===== src/rtl/pcfs_pkg.sv =====
package pcfs_pkg;

  typedef enum logic [2:0] {
    OP_STEP  = 3'd0,
    OP_JUMP  = 3'd1,
    OP_CALL  = 3'd2,
    OP_SCALL = 3'd3,
    OP_RET   = 3'd4,
    OP_TABLE = 3'd5
  } pc_op_e;

  typedef enum logic [1:0] {
    ST_FETCH   = 2'd0,
    ST_TBL_RD  = 2'd1,
    ST_TBL_OUT = 2'd2
  } fetch_st_e;

endpackage


===== src/rtl/pcfs_next.sv =====
module pcfs_next
  import pcfs_pkg::*;
#(
  parameter int ADDR_W     = 12,
  parameter int DATA_W     = 8,
  parameter int SLOT_SHIFT = 3,
  parameter int SLOT_W     = 6
) (
  input  logic [ADDR_W-1:0] pc,
  input  logic [2:0]        op,
  input  logic [DATA_W-1:0] opcode,
  input  logic [ADDR_W-1:0] br_target,
  input  logic [ADDR_W-1:0] ret_addr,
  output logic [ADDR_W-1:0] nxt_pc,
  output logic [ADDR_W-1:0] pc_inc,
  output logic              push_req,
  output logic              tbl_go
);
  localparam int PAD_W = ADDR_W - SLOT_W - SLOT_SHIFT;

  logic [ADDR_W-1:0] slot_target;

  assign pc_inc = pc + ADDR_W'(1);

  generate
    if (PAD_W > 0) begin : g_pad
      assign slot_target = {{PAD_W{1'b0}}, opcode[SLOT_W-1:0], {SLOT_SHIFT{1'b0}}};
    end else begin : g_nopad
      assign slot_target = {opcode[SLOT_W-1:0], {SLOT_SHIFT{1'b0}}};
    end
  endgenerate

  always_comb begin
    nxt_pc   = pc_inc;
    push_req = 1'b0;
    tbl_go   = 1'b0;
    case (op)
      OP_JUMP:  nxt_pc = br_target;
      OP_CALL:  begin nxt_pc = br_target;   push_req = 1'b1; end
      OP_SCALL: begin nxt_pc = slot_target; push_req = 1'b1; end
      OP_RET:   nxt_pc = ret_addr;
      OP_TABLE: tbl_go = 1'b1;
      default:  nxt_pc = pc_inc;
    endcase
  end

endmodule


===== src/rtl/pcfs_table.sv =====
module pcfs_table #(
  parameter int ADDR_W = 12,
  parameter int DATA_W = 8
) (
  input  logic              clk,
  input  logic              rst_n,
  input  logic              capture,
  input  logic [ADDR_W-1:0] addr_in,
  input  logic              rd_phase,
  input  logic [DATA_W-1:0] rom_rdata,
  output logic [ADDR_W-1:0] addr_q,
  output logic [DATA_W-1:0] data_q
);

  always_ff @(posedge clk or negedge rst_n) begin
    if (!rst_n) begin
      addr_q <= '0;
      data_q <= '0;
    end else begin
      if (capture)  addr_q <= addr_in;
      if (rd_phase) data_q <= rom_rdata;
    end
  end

endmodule


===== src/rtl/pcfs_top.sv =====
module pcfs_top
  import pcfs_pkg::*;
#(
  parameter int ADDR_W     = 12,
  parameter int DATA_W     = 8,
  parameter int SLOT_SHIFT = 3,
  parameter int SLOT_W     = 6
) (
  input  logic              clk,
  input  logic              rst_n,
  output logic [ADDR_W-1:0] rom_addr,
  input  logic [DATA_W-1:0] rom_rdata,
  output logic              ins_valid,
  input  logic              ins_ready,
  output logic [DATA_W-1:0] ins_data,
  output logic [ADDR_W-1:0] ins_addr,
  input  logic [2:0]        op_sel,
  input  logic [ADDR_W-1:0] br_target,
  input  logic [ADDR_W-1:0] ret_addr,
  input  logic              irq_req,
  input  logic [ADDR_W-1:0] irq_vec,
  input  logic [ADDR_W-1:0] tbl_addr,
  output logic              push_valid,
  output logic [ADDR_W-1:0] push_addr,
  output logic              tbl_valid,
  input  logic              tbl_ready,
  output logic [DATA_W-1:0] tbl_data
);
  localparam int ZP_LIMIT = (1 << (SLOT_W + SLOT_SHIFT));

  fetch_st_e         state_q;
  logic [ADDR_W-1:0] pc_q;
  logic [ADDR_W-1:0] nxt_pc, pc_inc, tbl_addr_q;
  logic              push_req, tbl_go, in_fetch, step;

  assign in_fetch = (state_q == ST_FETCH);
  assign step     = in_fetch && !irq_req && ins_ready;

  pcfs_next #(
    .ADDR_W(ADDR_W), .DATA_W(DATA_W), .SLOT_SHIFT(SLOT_SHIFT), .SLOT_W(SLOT_W)
  ) u_next (
    .pc(pc_q), .op(op_sel), .opcode(rom_rdata), .br_target(br_target),
    .ret_addr(ret_addr), .nxt_pc(nxt_pc), .pc_inc(pc_inc),
    .push_req(push_req), .tbl_go(tbl_go)
  );

  pcfs_table #(.ADDR_W(ADDR_W), .DATA_W(DATA_W)) u_table (
    .clk(clk), .rst_n(rst_n), .capture(step && tbl_go), .addr_in(tbl_addr),
    .rd_phase(state_q == ST_TBL_RD), .rom_rdata(rom_rdata),
    .addr_q(tbl_addr_q), .data_q(tbl_data)
  );

  always_ff @(posedge clk or negedge rst_n) begin
    if (!rst_n) begin
      pc_q    <= '0;
      state_q <= ST_FETCH;
    end else begin
      case (state_q)
        ST_FETCH: begin
          if (irq_req) begin
            pc_q <= irq_vec;
          end else if (ins_ready) begin
            pc_q <= nxt_pc;
            if (tbl_go) state_q <= ST_TBL_RD;
          end
        end
        ST_TBL_RD:  state_q <= ST_TBL_OUT;
        ST_TBL_OUT: if (tbl_ready) state_q <= ST_FETCH;
        default:    state_q <= ST_FETCH;
      endcase
    end
  end

  assign rom_addr   = (state_q == ST_TBL_RD) ? tbl_addr_q : pc_q;
  assign ins_valid  = in_fetch && !irq_req;
  assign ins_data   = rom_rdata;
  assign ins_addr   = pc_q;
  assign push_valid = in_fetch && (irq_req || (ins_ready && push_req));
  assign push_addr  = irq_req ? pc_q : pc_inc;
  assign tbl_valid  = (state_q == ST_TBL_OUT);

  p_step_incr_r2: assert property (@(posedge clk) disable iff (!rst_n)
    (ins_valid && ins_ready && op_sel == 3'd0) |=> (ins_addr == ADDR_W'($past(ins_addr) + 1)));

  p_hold_r3: assert property (@(posedge clk) disable iff (!rst_n)
    (ins_valid && !ins_ready) |=> ($stable(ins_addr) && !$past(push_valid)));

  p_slot_align_r6: assert property (@(posedge clk) disable iff (!rst_n)
    (ins_valid && ins_ready && op_sel == 3'd3) |=> (rom_addr[SLOT_SHIFT-1:0] == '0 && int'(rom_addr) < ZP_LIMIT));

  p_tbl_bus_r8: assert property (@(posedge clk) disable iff (!rst_n)
    (ins_valid && ins_ready && op_sel == 3'd5) |=> (!ins_valid && rom_addr == $past(tbl_addr)));

  p_tbl_hold_r9: assert property (@(posedge clk) disable iff (!rst_n)
    (tbl_valid && !tbl_ready) |=> (tbl_valid && $stable(tbl_data)));

  p_irq_entry_r10: assert property (@(posedge clk) disable iff (!rst_n)
    (irq_req && !tbl_valid && rom_addr == ins_addr && in_fetch) |=> (ins_addr == $past(irq_vec)));

  p_no_push_in_table_r11: assert property (@(posedge clk) disable iff (!rst_n)
    (!in_fetch) |-> !push_valid);

endmodule


===== config.mk =====
export PLATFORM = sky130hd
export DESIGN_NAME = pcfs_top
export DESIGN_NICKNAME = d
export VERILOG_FILES = /design/src/rtl/pcfs_pkg.sv /design/src/rtl/pcfs_next.sv /design/src/rtl/pcfs_table.sv /design/src/rtl/pcfs_top.sv
export SDC_FILE = /design/constraint.sdc
export NUM_CORES = 1
export LEC_CHECK = 0
export BUFFER_PORTS_ARGS = -buffer_cell sky130_fd_sc_hd__clkbuf_2
export CAP_MARGIN = 15
export CORE_MARGIN = 3
export CORE_UTILIZATION = 39
export CTS_CLUSTER_DIAMETER = 100
export DETAILED_ROUTE_END_ITERATION = 7
export HOLD_SLACK_MARGIN = 0.02
export PLACE_DENSITY = 0.74
export SYNTH_ARGS = -nofsm -noshare
export SYNTH_HDL_FRONTEND = slang
export SYNTH_SLANG_ARGS = --single-unit
export TNS_END_PERCENT = 30

===== constraint.sdc =====
create_clock -name clk -period 3.85 [get_ports clk]
set_input_delay 0.1925 -clock clk [delete_from_list [all_inputs] [get_ports clk]]
set_output_delay 0.1925 -clock clk [all_outputs]
set_load 0.02 [all_outputs]

==> flow_metrics.tcl, run 1 <==
set metrics [dict create \
    cts.sinks 34 \
    ant_nets 0 \
    num_rows 27 \
    switching_share_pct 38.2 \
    fin_crit_sh_pct 65.7 \
    path_cells "ha_1, nand3_1, or3_2, nor2_1, xnor2_1, clkbuf_2" \
    cts_buffer_depth 2 \
    cp_data_arrival_time_ns 2.34 \
    maxCapViolCount 0 \
    drive_above_1_share_pct 45.1 \
    fmax_mhz 396 \
    power_leakage_nw 1.45 \
    maxSlewHeadroom_pct 29.5 \
    async_flop_share_pct 100 \
    ir_worst_vdd_mv 0.285 \
    path_clk_slew_ns 0.07 \
    gp_congestion 0.885 \
    critPathSlowestCell "dfrtp_1" \
    drt-met1-wl_mm 3.15 \
    die_w_um 83.9 \
    p_clk_share_pct 23.6 \
    first_global_vias 2345 \
    grt_pass1_wl_mm 11.6 \
    routed_wl_mm 7.15 \
    synth_top_area_share_pct 36.0 \
    synth_flop_cell "dfrtp_1" \
    htree_levels 2 \
    syn_area_um2 2370 \
    die_h_um 83.9 \
    drt_iter0_drc 154 \
    wl_met3_um 544 \
    setup_viol 0 \
    p_total_mw 1.32 \
    yosysSeqAreaShare_pct 36.0 \
    ys_types 45 \
    cts_resized 0 \
    fin_crit_ns 2.53 \
    synth_top_cell_by_area "dfrtp_1" \
    start_util_pct 41.7 \
    drv_slew 0 \
    yosysWarningCount 0 \
    hold_violations 0 \
    power_frac_comb_pct 37.8 \
    ctsHoldBuffers 0 \
    tightest_slew_ns 1.05 \
    dieArea_um2 7040 \
    antennaDiodeCount 0 \
    maxUsedRoutingLayer "met4" \
    met2WireLength_mm 3.41 \
    syn-num-nets 330 \
    cellPowerDensity_nw_per_um2 438 \
    track_usage_pct 20.6 \
    cts_root_buf "clkbuf_8" \
    route.detailed.drc 0 \
    cpPeakStageDelay_ns 0.53 \
    numCtsBuffers 5 \
    start_kind "flip-flop" \
    setup_tns_ns 0 \
    via_per_inst 5.39 \
    ios 119 \
    core_area_um2 5680 \
    synth_edf_count 0 \
    postSynthCellCount 265 \
    internal_power_mw 0.818 \
    grt_max_degree 35 \
    nNetsFinal 428 \
    layout_common_cells "118 x clkbuf_2, 34 x dfrtp_1, 31 x mux2_2" \
    cp_max_fo 9 \
    cts_tree "built" \
    vias 2348 \
    min_path_type "in -> async" \
    overflow 0 \
    synth_area_per_cell_um2 8.93 \
    portBuffers 118 \
    post-cts-setup-buffer-count 0 \
    critical_path_required_ns 3.66 \
    power.switching_mw 0.505 \
    synth_seq_cells 34 \
    outcome "finished clean" \
    rsz0062_at_grt "no" \
    final_common_cell "clkbuf_2" \
    cp-end-kind "output port" \
    path_class "reg -> out" \
    skew_ns 0.00556 \
    pwr-share-seq_pct 38.6 \
    wl_per_cell_um 16.4 \
    synthToLayoutAreaGrowth_pct 27.6 \
    dpl.hpwl_mm 5.45 \
    synthTopCellsByArea "dfrtp_1 36%, mux2_2 15%, a21oi_1 4.4%, o21ai_0 3.8%, xnor2_1 3.7%" \
    dr.pass1.iters 4 \
    antenna_found_initial 0 \
    clk_latency_ns 0.29 \
]
[layout make-up]
cell class,count,area (um^2)
repair buffers,119,598
clock buffers,8,110
flip-flops and latches,34,851
fillers,557,2660
inverters,7,26.3
well taps,72,90.1
multi-input cells,196,1340
[worst paths after layout]
path,startpoint,to,slack [ns],cells past startpoint
worst min register to register,u_table.addr_q[6]$_DFFE_PN0P_,u_table.addr_q[6]$_DFFE_PN0P_,0.50,1
max in group asynchronous,rst_n,u_table.addr_q[0]$_DFFE_PN0P_,3.28,1
worst max register to register,state_q[1]$_DFFE_PN0P_,u_table.addr_q[7]$_DFFE_PN0P_,1.63,3
min in group clk,tbl_addr[11],u_table.addr_q[11]$_DFFE_PN0P_,0.13,2
worst min-delay path,rst_n,ins_addr[9]$_DFFE_PN0P_,0.01,1
worst max-delay path,ins_addr[0]$_DFFE_PN0P_,push_addr[10],1.32,6
[cell usage after synthesis (2+ instances only)]
cell type	instances
a211oi_1	2
a21oi_1	21
a221o_1	2
a221oi_1	4
a22oi_1	3
a31oi_1	3
buf_1	3
buf_2	4
buf_4	8
clkbuf_1	11
dfrtp_1	34
inv_1	7
mux2_2	31
nand2_1	22
nand2b_1	5
nand3_1	8
nand4_1	2
nor2_1	15
nor2b_1	7
nor3_1	6
o211ai_1	3
o21ai_0	18
o22ai_1	2
or3_1	6
xnor2_1	10
xor2_1	9
[metrics by stage]
stage | utilization, % | worst slack (ns) | cell area, um^2 | cells | hold WS (ns)
floorplan | - | 1.82 | 2370 | 265 | -0.103
global route | 53.2 | 1.15 | 3020 | 436 | 0.0666
detailed placement | 51.2 | 1.38 | 2910 | 428 | 0.357
global placement | 51.2 | 1.50 | 2910 | 428 | 0.343
finish | 53.2 | 1.32 | 3020 | 436 | 0.00967
CTS | 53.2 | 1.32 | 3020 | 436 | 0.0408
[power by group through the flow]
| stage | clock [mW] | sequential [mW] | combinational (mW) |
|---|---|---|---|
| final | 0.312 | 0.510 | 0.501 |
| after global routing | 0.339 | 0.521 | 0.545 |
| after CTS | 0.323 | 0.510 | 0.505 |
| after detailed placement | 0 | 0.516 | 0.503 |
| after global placement | 0 | 0.512 | 0.497 |
| after floorplan | 0 | 0.536 | 0.298 |
[kinds of logic (layout without fill, tap and decap cells)]
group	Yosys count	in the layout	share of synthesized area, %
XOR/XNOR	19	19	7.03
AND/OR/NAND/NOR	79	79	16.9
adder cells (fa/ha/maj)	1	1	0.529
multiplexers	31	31	14.8
flip-flops	34	34	36.0
buffers and inverters	35	134	7.40
AO/OA/AOI/OAI	66	66	17.5
[layer usage]
metal	vias up	track usage, %
li1	1129	-
met1	1100	27.4
met5	-	0
met3	4	4.74
met4	0	5.12
met2	115	33.8
[registers in the layout (all words and copies together) (netlist names)]
register	cells
ins_addr	12
state_q	2
u_table.addr_q	12
u_table.data_q	8
[critical path: cells and delay by family, from the launching register on]
| kind | cells | cell delay, ns |
|---|---|---|
| xor gates and xnor gates | 1 | 0.15 |
| buffers and inverters | 1 | 0.19 |
| DFF | 1 | 0.53 |
| and+or+nand+nor | 3 | 0.87 |
| adders and majority gates | 1 | 0.31 |
(Power assumes the default switching activity.)
==> inputs of run 2 (changes only) <==
Settings changed: PLACE_DENSITY 0.74 to 0.77.
Clock period 3.85 ns to 2.2 ns, I/O delays scaled along.
==> run 2 against run 1 <==
  * Non-clock buffer count is 16 higher
  * Critical path depth stayed put
  * Power is 74% higher
  * Flip-flop and latch count stayed put
  * Setup slack worse by 1.2 ns
==> flow_metrics.tcl, run 2 (synthesized netlist as in run 1, its figures left out) <==
set metrics [dict create \
    power_leakage_nw 1.53 \
    critical_path_required_ns 2.09 \
    overflow 0 \
    antennaDiodeCount 0 \
    maxCapViolCount 0 \
    p_clk_share_pct 20.9 \
    crit_start "ins_addr[1]$_DFFE_PN0P_" \
    fin_util_pct 55.2 \
    htree_levels 2 \
    path_class "reg -> out" \
    hold_violations 0 \
    internal_power_mw 1.41 \
    fin_crit_sh_pct 93.5 \
    cellPowerDensity_nw_per_um2 734 \
    cp_data_arrival_time_ns 1.95 \
    die_h_um 83.9 \
    synthToLayoutAreaGrowth_pct 32.5 \
    die_w_um 83.9 \
    portBuffers 118 \
    num_rows 27 \
    final_common_cell "clkbuf_2" \
    maxSlewHeadroom_pct 41.6 \
    numCtsBuffers 5 \
    skew_ns 0.00647 \
    cp_max_fo 7 \
    drt_iter0_drc 102 \
    clk_latency_ns 0.29 \
    power_frac_comb_pct 41.5 \
    dr.pass1.iters 4 \
    gp_congestion 0.879 \
    via_per_inst 5.31 \
    seq_area_um2 852 \
    first_global_vias 2397 \
    setup_tns_ns 0 \
    outcome "finished clean" \
    vias 2400 \
    worstReg2RegStart "state_q[1]$_DFFE_PN0P_" \
    cts_buffer_depth 2 \
    fmax_mhz 486 \
    wl_per_cell_um 16.2 \
    pwr-share-seq_pct 37.6 \
    reg2regPathDepth 4 \
    multi_input_area_um2 1350 \
    nNetsFinal 444 \
    worst_r2r_endpoint "u_table.addr_q[7]$_DFFE_PN0P_" \
    crit_path_end "push_addr[10]" \
    path_clk_slew_ns 0.07 \
    tightest_slew_ns 0.876 \
    drive_above_1_share_pct 47.6 \
    route.detailed.drc 0 \
    fill_cells 566 \
    switching_share_pct 38.8 \
    setup_viol 0 \
    track_usage_pct 20.6 \
    ios 119 \
    dieArea_um2 7040 \
    power.switching_mw 0.894 \
    min_path_type "in -> reg" \
    routed_wl_mm 7.33 \
    ir_worst_vdd_mv 0.424 \
    dpl.hpwl_mm 5.74 \
    cts_root_buf "clkbuf_8" \
    cts.sinks 34 \
    core_area_um2 5680 \
    grt_max_degree 35 \
    rrSetupSlack_ns 0.30 \
    ant_nets 0 \
    antenna_found_initial 0 \
    layout_common_cells "117 x clkbuf_2, 33 x dfrtp_1, 31 x mux2_2" \
    fin_crit_ns 2.06 \
    grt_pass1_wl_mm 11.8 \
    rsz0062_at_grt "no" \
    cts_tree "built" \
    cp-end-kind "output port" \
    drv_slew 0 \
    post-cts-setup-buffer-count 0 \
    start_kind "flip-flop" \
    start_util_pct 41.7 \
]
## run 2: metrics by stage
step / hold WS, ns / total power, mW / cells / cell area [um^2] / worst slack, ns
2_1_floorplan: -0.186 / 1.46 / 265 / 2370 / 0.191
3_3_place_gp: 0.247 / 1.81 / 443 / 3020 / 0.335
3_5_place_dp: 0.266 / 1.83 / 443 / 3020 / 0.268
4_1_cts: 0.0436 / 2.32 / 452 / 3120 / 0.0167
5_1_grt: 0.0403 / 2.44 / 452 / 3140 / 0.0170
6_report: 0.0469 / 2.30 / 452 / 3140 / 0.143
## run 2: cell type report
type	count	area share [%]
clock buffers	7	2.75
clock inverters	1	0.160
inverters	7	0.838
multi-input cells	196	43.1
flip-flops and latches	34	27.2
well taps	72	2.87
repair buffers	135	23.1
## run 2: worst min-delay path by stage
stage / cells past startpoint / slack, ns / from / to
6_report: 2 / 0.05 / tbl_addr[10] / u_table.addr_q[10]$_DFFE_PN0P_
5_1_grt: 2 / 0.04 / tbl_addr[6] / u_table.addr_q[6]$_DFFE_PN0P_
4_1_cts: 2 / 0.04 / tbl_addr[10] / u_table.addr_q[10]$_DFFE_PN0P_
3_5_place_dp: 1 / 0.27 / rst_n / ins_addr[9]$_DFFE_PN0P_
3_3_place_gp: 1 / 0.25 / rst_n / ins_addr[9]$_DFFE_PN0P_
2_1_floorplan: 0 / -0.19 / rst_n / ins_addr[0]$_DFFE_PN0P_
## run 2: layer usage
layer | track usage [%] | share of wire, % | vias to the layer above
li1 | - | - | 1157
met5 | 0 | 0 | -
met3 | 5.33 | 8.7 | 10
met2 | 34.3 | 49 | 103
met4 | 6.58 | 1.4 | 0
met1 | 25.9 | 41 | 1130
## run 2: power by group through the flow
stage | combinational [mW] | clock (mW) | sequential [mW]
final | 0.956 | 0.480 | 0.866
after global placement | 0.942 | 0 | 0.868
after global routing | 1.04 | 0.516 | 0.883
after CTS | 0.959 | 0.494 | 0.865
after floorplan | 0.522 | 0 | 0.938
after detailed placement | 0.955 | 0 | 0.876
## run 2: timing repair
| item | 4_1_cts | 5_1_grt |
|---|---|---|
| endpoints found under the setup margin | 0 | 3 |
| hold buffers | 1 | 0 |
| hold endpoints to repair | 34 | 0 |
| gates resized for setup | 0 | 5 |
## run 2: critical path, stage by stage, from the launching register on
cell     delay (ns)
dfrtp_2        0.42
ha_1           0.21
nand3_2        0.15
or3_2          0.47
nor2_1         0.13
xnor2_1        0.13
buf_4          0.16
==> inputs of run 3 (changes only) <==
Settings changed: ABC_AREA set to 1, PLACE_DENSITY 0.77 to 0.76.
==> run 3 against run 2 <==
  * Register-to-register slack gained 0.33 ns
  * Synthesized cell count grew 40%
  * Setup slack gained 0.15 ns
  * Flip-flop and latch count is the same
  * Combinational power shrank 2.3%
  * Hold slack lost 0.021 ns
  * Global-route usage grew 0.15 points
  * Critical path type unchanged
  * Largest cell class unchanged
==> flow_metrics.tcl, run 3 <==
set metrics [dict create \
    outcome "finished clean" \
    yosys-top-cells-count "154 x nand2_1, 57 x nor2_1, 34 x dfrtp_1" \
    synthTopCellsByArea "dfrtp_1 35%, nand2_1 24%, nor2_1 8.8%, mux2_2 4.6%, nand3_1 4.1%" \
    dieArea_um2 7240 \
    core_area_um2 5990 \
    fill_cells 601 \
    synth_edf_count 0 \
    crit_start "ins_addr[0]$_DFFE_PN0P_" \
    synth_seq_cells 34 \
    internal_power_mw 1.34 \
    post_synth_and_or_nand_nor_area_fraction_pct 42.3 \
    antennaDiodeCount 0 \
    overflow 0 \
    p_total_mw 2.29 \
    htree_levels 2 \
    path_cells "ha_1, nand3_2, nor2_4, nand2_1, nand2_1, nand3_1, o21ai_0, clkbuf_2" \
    critPathSlowestCell "dfrtp_1" \
    synth_compound_area_share_pct 5.49 \
    grt_pass1_wl_mm 12.0 \
    power_leakage_nw 1.84 \
    setup_viol 0 \
    synth_top_family_by_area "simple AND/OR/NAND/NOR gates" \
    via_per_inst 4.71 \
    synth.most_common_cell "nand2_1" \
    p_clk_share_pct 21.6 \
    yosysWarningCount 0 \
    switching_share_pct 41.5 \
    async_flop_share_pct 100 \
    hold_depth 3 \
    dpl.hpwl_mm 5.67 \
    synthToLayoutAreaGrowth_pct 31.0 \
    cpPeakStageDelay_ns 0.46 \
    rrSetupSlack_ns 0.63 \
    routed_wl_mm 7.27 \
    maxSlewHeadroom_pct 41.5 \
    vias 2656 \
    num_rows 28 \
    synth_xor_area_share_pct 1.44 \
    dpl_cell_area_um2 2990 \
    die_w_um 85.1 \
    fin_crit_sh_pct 86.9 \
    syn_area_um2 2440 \
    synth_top_cell_by_area "dfrtp_1" \
    tightest_slew_ns 0.877 \
    post-cts-setup-buffer-count 0 \
    first_global_vias 2564 \
    wl_per_cell_um 12.9 \
    synth_flop_cell "dfrtp_1" \
    start_kind "flip-flop" \
    synth_area_per_cell_um2 6.57 \
    cts_buffer_depth 2 \
    ys_types 26 \
    layout_common_cells "154 x nand2_1, 118 x clkbuf_2, 57 x nor2_1" \
    cellPowerDensity_nw_per_um2 717 \
    cp-end-kind "output port" \
    path_clk_slew_ns 0.08 \
    setup_tns_ns 0 \
    power.switching_mw 0.951 \
    rsz0062_at_grt "no" \
    cp_max_fo 6 \
    worst_path_most_repeated_cell "nand2_1" \
    path_class "reg -> out" \
    reg2regPathDepth 4 \
    pwr-share-seq_pct 37.6 \
    drive_above_1_share_pct 32.5 \
    syn-num-nets 436 \
    critical_path_required_ns 2.09 \
    cts_tree "built" \
    fmax_mhz 523 \
    ir_worst_vdd_mv 0.361 \
    ant_nets 0 \
    synth_top_area_share_pct 34.9 \
    nNetsFinal 553 \
    crit_path_end "push_addr[10]" \
    hold_violations 0 \
    die_h_um 85.1 \
    synth_fa_ha_area_share_pct 0.513 \
    grt_max_degree 35 \
    cts_root_buf "clkbuf_8" \
    yosysSeqAreaShare_pct 34.9 \
    fin_crit_ns 1.91 \
    start_util_pct 40.7 \
    track_usage_pct 20.7 \
    worstReg2RegStart "state_q[1]$_DFFE_PN0P_" \
    skew_ns 0.00762 \
    yosys-mux-area-fraction_pct 4.62 \
    gp_congestion 0.861 \
    min_path_type "in -> reg" \
    ios 119 \
    antenna_found_initial 0 \
    numCtsBuffers 5 \
    power_frac_comb_pct 40.8 \
    final_area_um2 3200 \
    final_common_cell "nand2_1" \
    postSynthCellCount 371 \
    worst_r2r_endpoint "u_table.data_q[7]$_DFFE_PN0N_" \
    cts.sinks 34 \
    drv_slew 0 \
    route.detailed.drc 0 \
    clk_latency_ns 0.29 \
    maxCapViolCount 0 \
    fin_util_pct 53.3 \
    cp_data_arrival_time_ns 1.80 \
    portBuffers 118 \
    drt_iter0_drc 170 \
    dr.pass1.iters 4 \
]
-- run 3: changes by cell type after synthesis, sizes merged, moves of 9 or more --
cell    delta
a21oi     -11
clkbuf    -10
mux2      -21
nand2    +138
inv       +17
xnor2      -9
nor2      +45
nand3     +15
-- run 3: logic make-up after synthesis --
kind of cell | count (synthesis)
muxes | 10
AOI/OAI and AO/OA | 26
and+or+nand+nor | 249
adders and majority gates | 1
DFF | 34
xor gates and xnor gates | 4
buffers and inverters | 47
-- run 3: worst min path at each step --
stage | slack (ns) | from | endpoint
after detailed placement | 0.27 | rst_n | u_table.data_q[7]$_DFFE_PN0N_
after global placement | 0.26 | rst_n | u_table.data_q[7]$_DFFE_PN0N_
after global routing | 0.04 | tbl_addr[10] | u_table.addr_q[10]$_DFFE_PN0P_
final | 0.03 | tbl_addr[3] | u_table.addr_q[3]$_DFFE_PN0P_
after floorplan | -0.19 | rst_n | ins_addr[0]$_DFFE_PN0P_
after CTS | 0.02 | tbl_addr[3] | u_table.addr_q[3]$_DFFE_PN0P_
-- run 3: metrics by stage --
step / worst slack [ns] / hold slack (ns) / std cells
floorplan: 0.556 / -0.186 / 371
global placement: 0.646 / 0.260 / 545
detailed placement: 0.598 / 0.269 / 545
CTS: 0.276 / 0.0213 / 564
global route: 0.121 / 0.0399 / 564
finish: 0.289 / 0.0256 / 564
-- run 3: power by group through the flow --
stage          sequential, mW  combinational [mW]  clock [mW]
3_3_place_gp            0.866               0.912           0
6_report                0.861               0.934       0.495
5_1_grt                 0.881                1.03       0.545
2_1_floorplan           0.940               0.521           0
3_5_place_dp            0.872               0.923           0
4_1_cts                 0.861               0.942       0.510
-- run 3: layout make-up --
type	instances	area [um^2]	area share, %
Multi-Input combinational cell	290	1330	41.5
Sequential cell	34	851	26.6
Timing Repair Buffer	133	743	23.3
Tap cell	75	93.8	2.94
Inverter	24	90.1	2.82
Clock buffer	7	86.3	2.70
Clock inverter	1	5.00	0.157
-- run 3: timing repair --
| item | in CTS | in global routing |
|---|---|---|
| hold buffers | 11 | 0 |
| gates resized for setup | 0 | 0 |
| hold endpoints to repair | 44 | 0 |
-- run 3: layer usage --
layer	global-route usage [%]	routed length [um]
met3	5.24	484
met1	26.1	3170
met2	35.3	3520
met4	5.61	106
met5	0	0
-- run 3: critical path: cells and delay by family (launching register included) --
| family | cells | cell delay, ns |
|---|---|---|
| AOI/OAI and AO/OA | 1 | 0.09 |
| buffers and inverters | 1 | 0.19 |
| and+or+nand+nor | 5 | 0.50 |
| DFF | 1 | 0.46 |
| adders and majority gates | 1 | 0.26 |
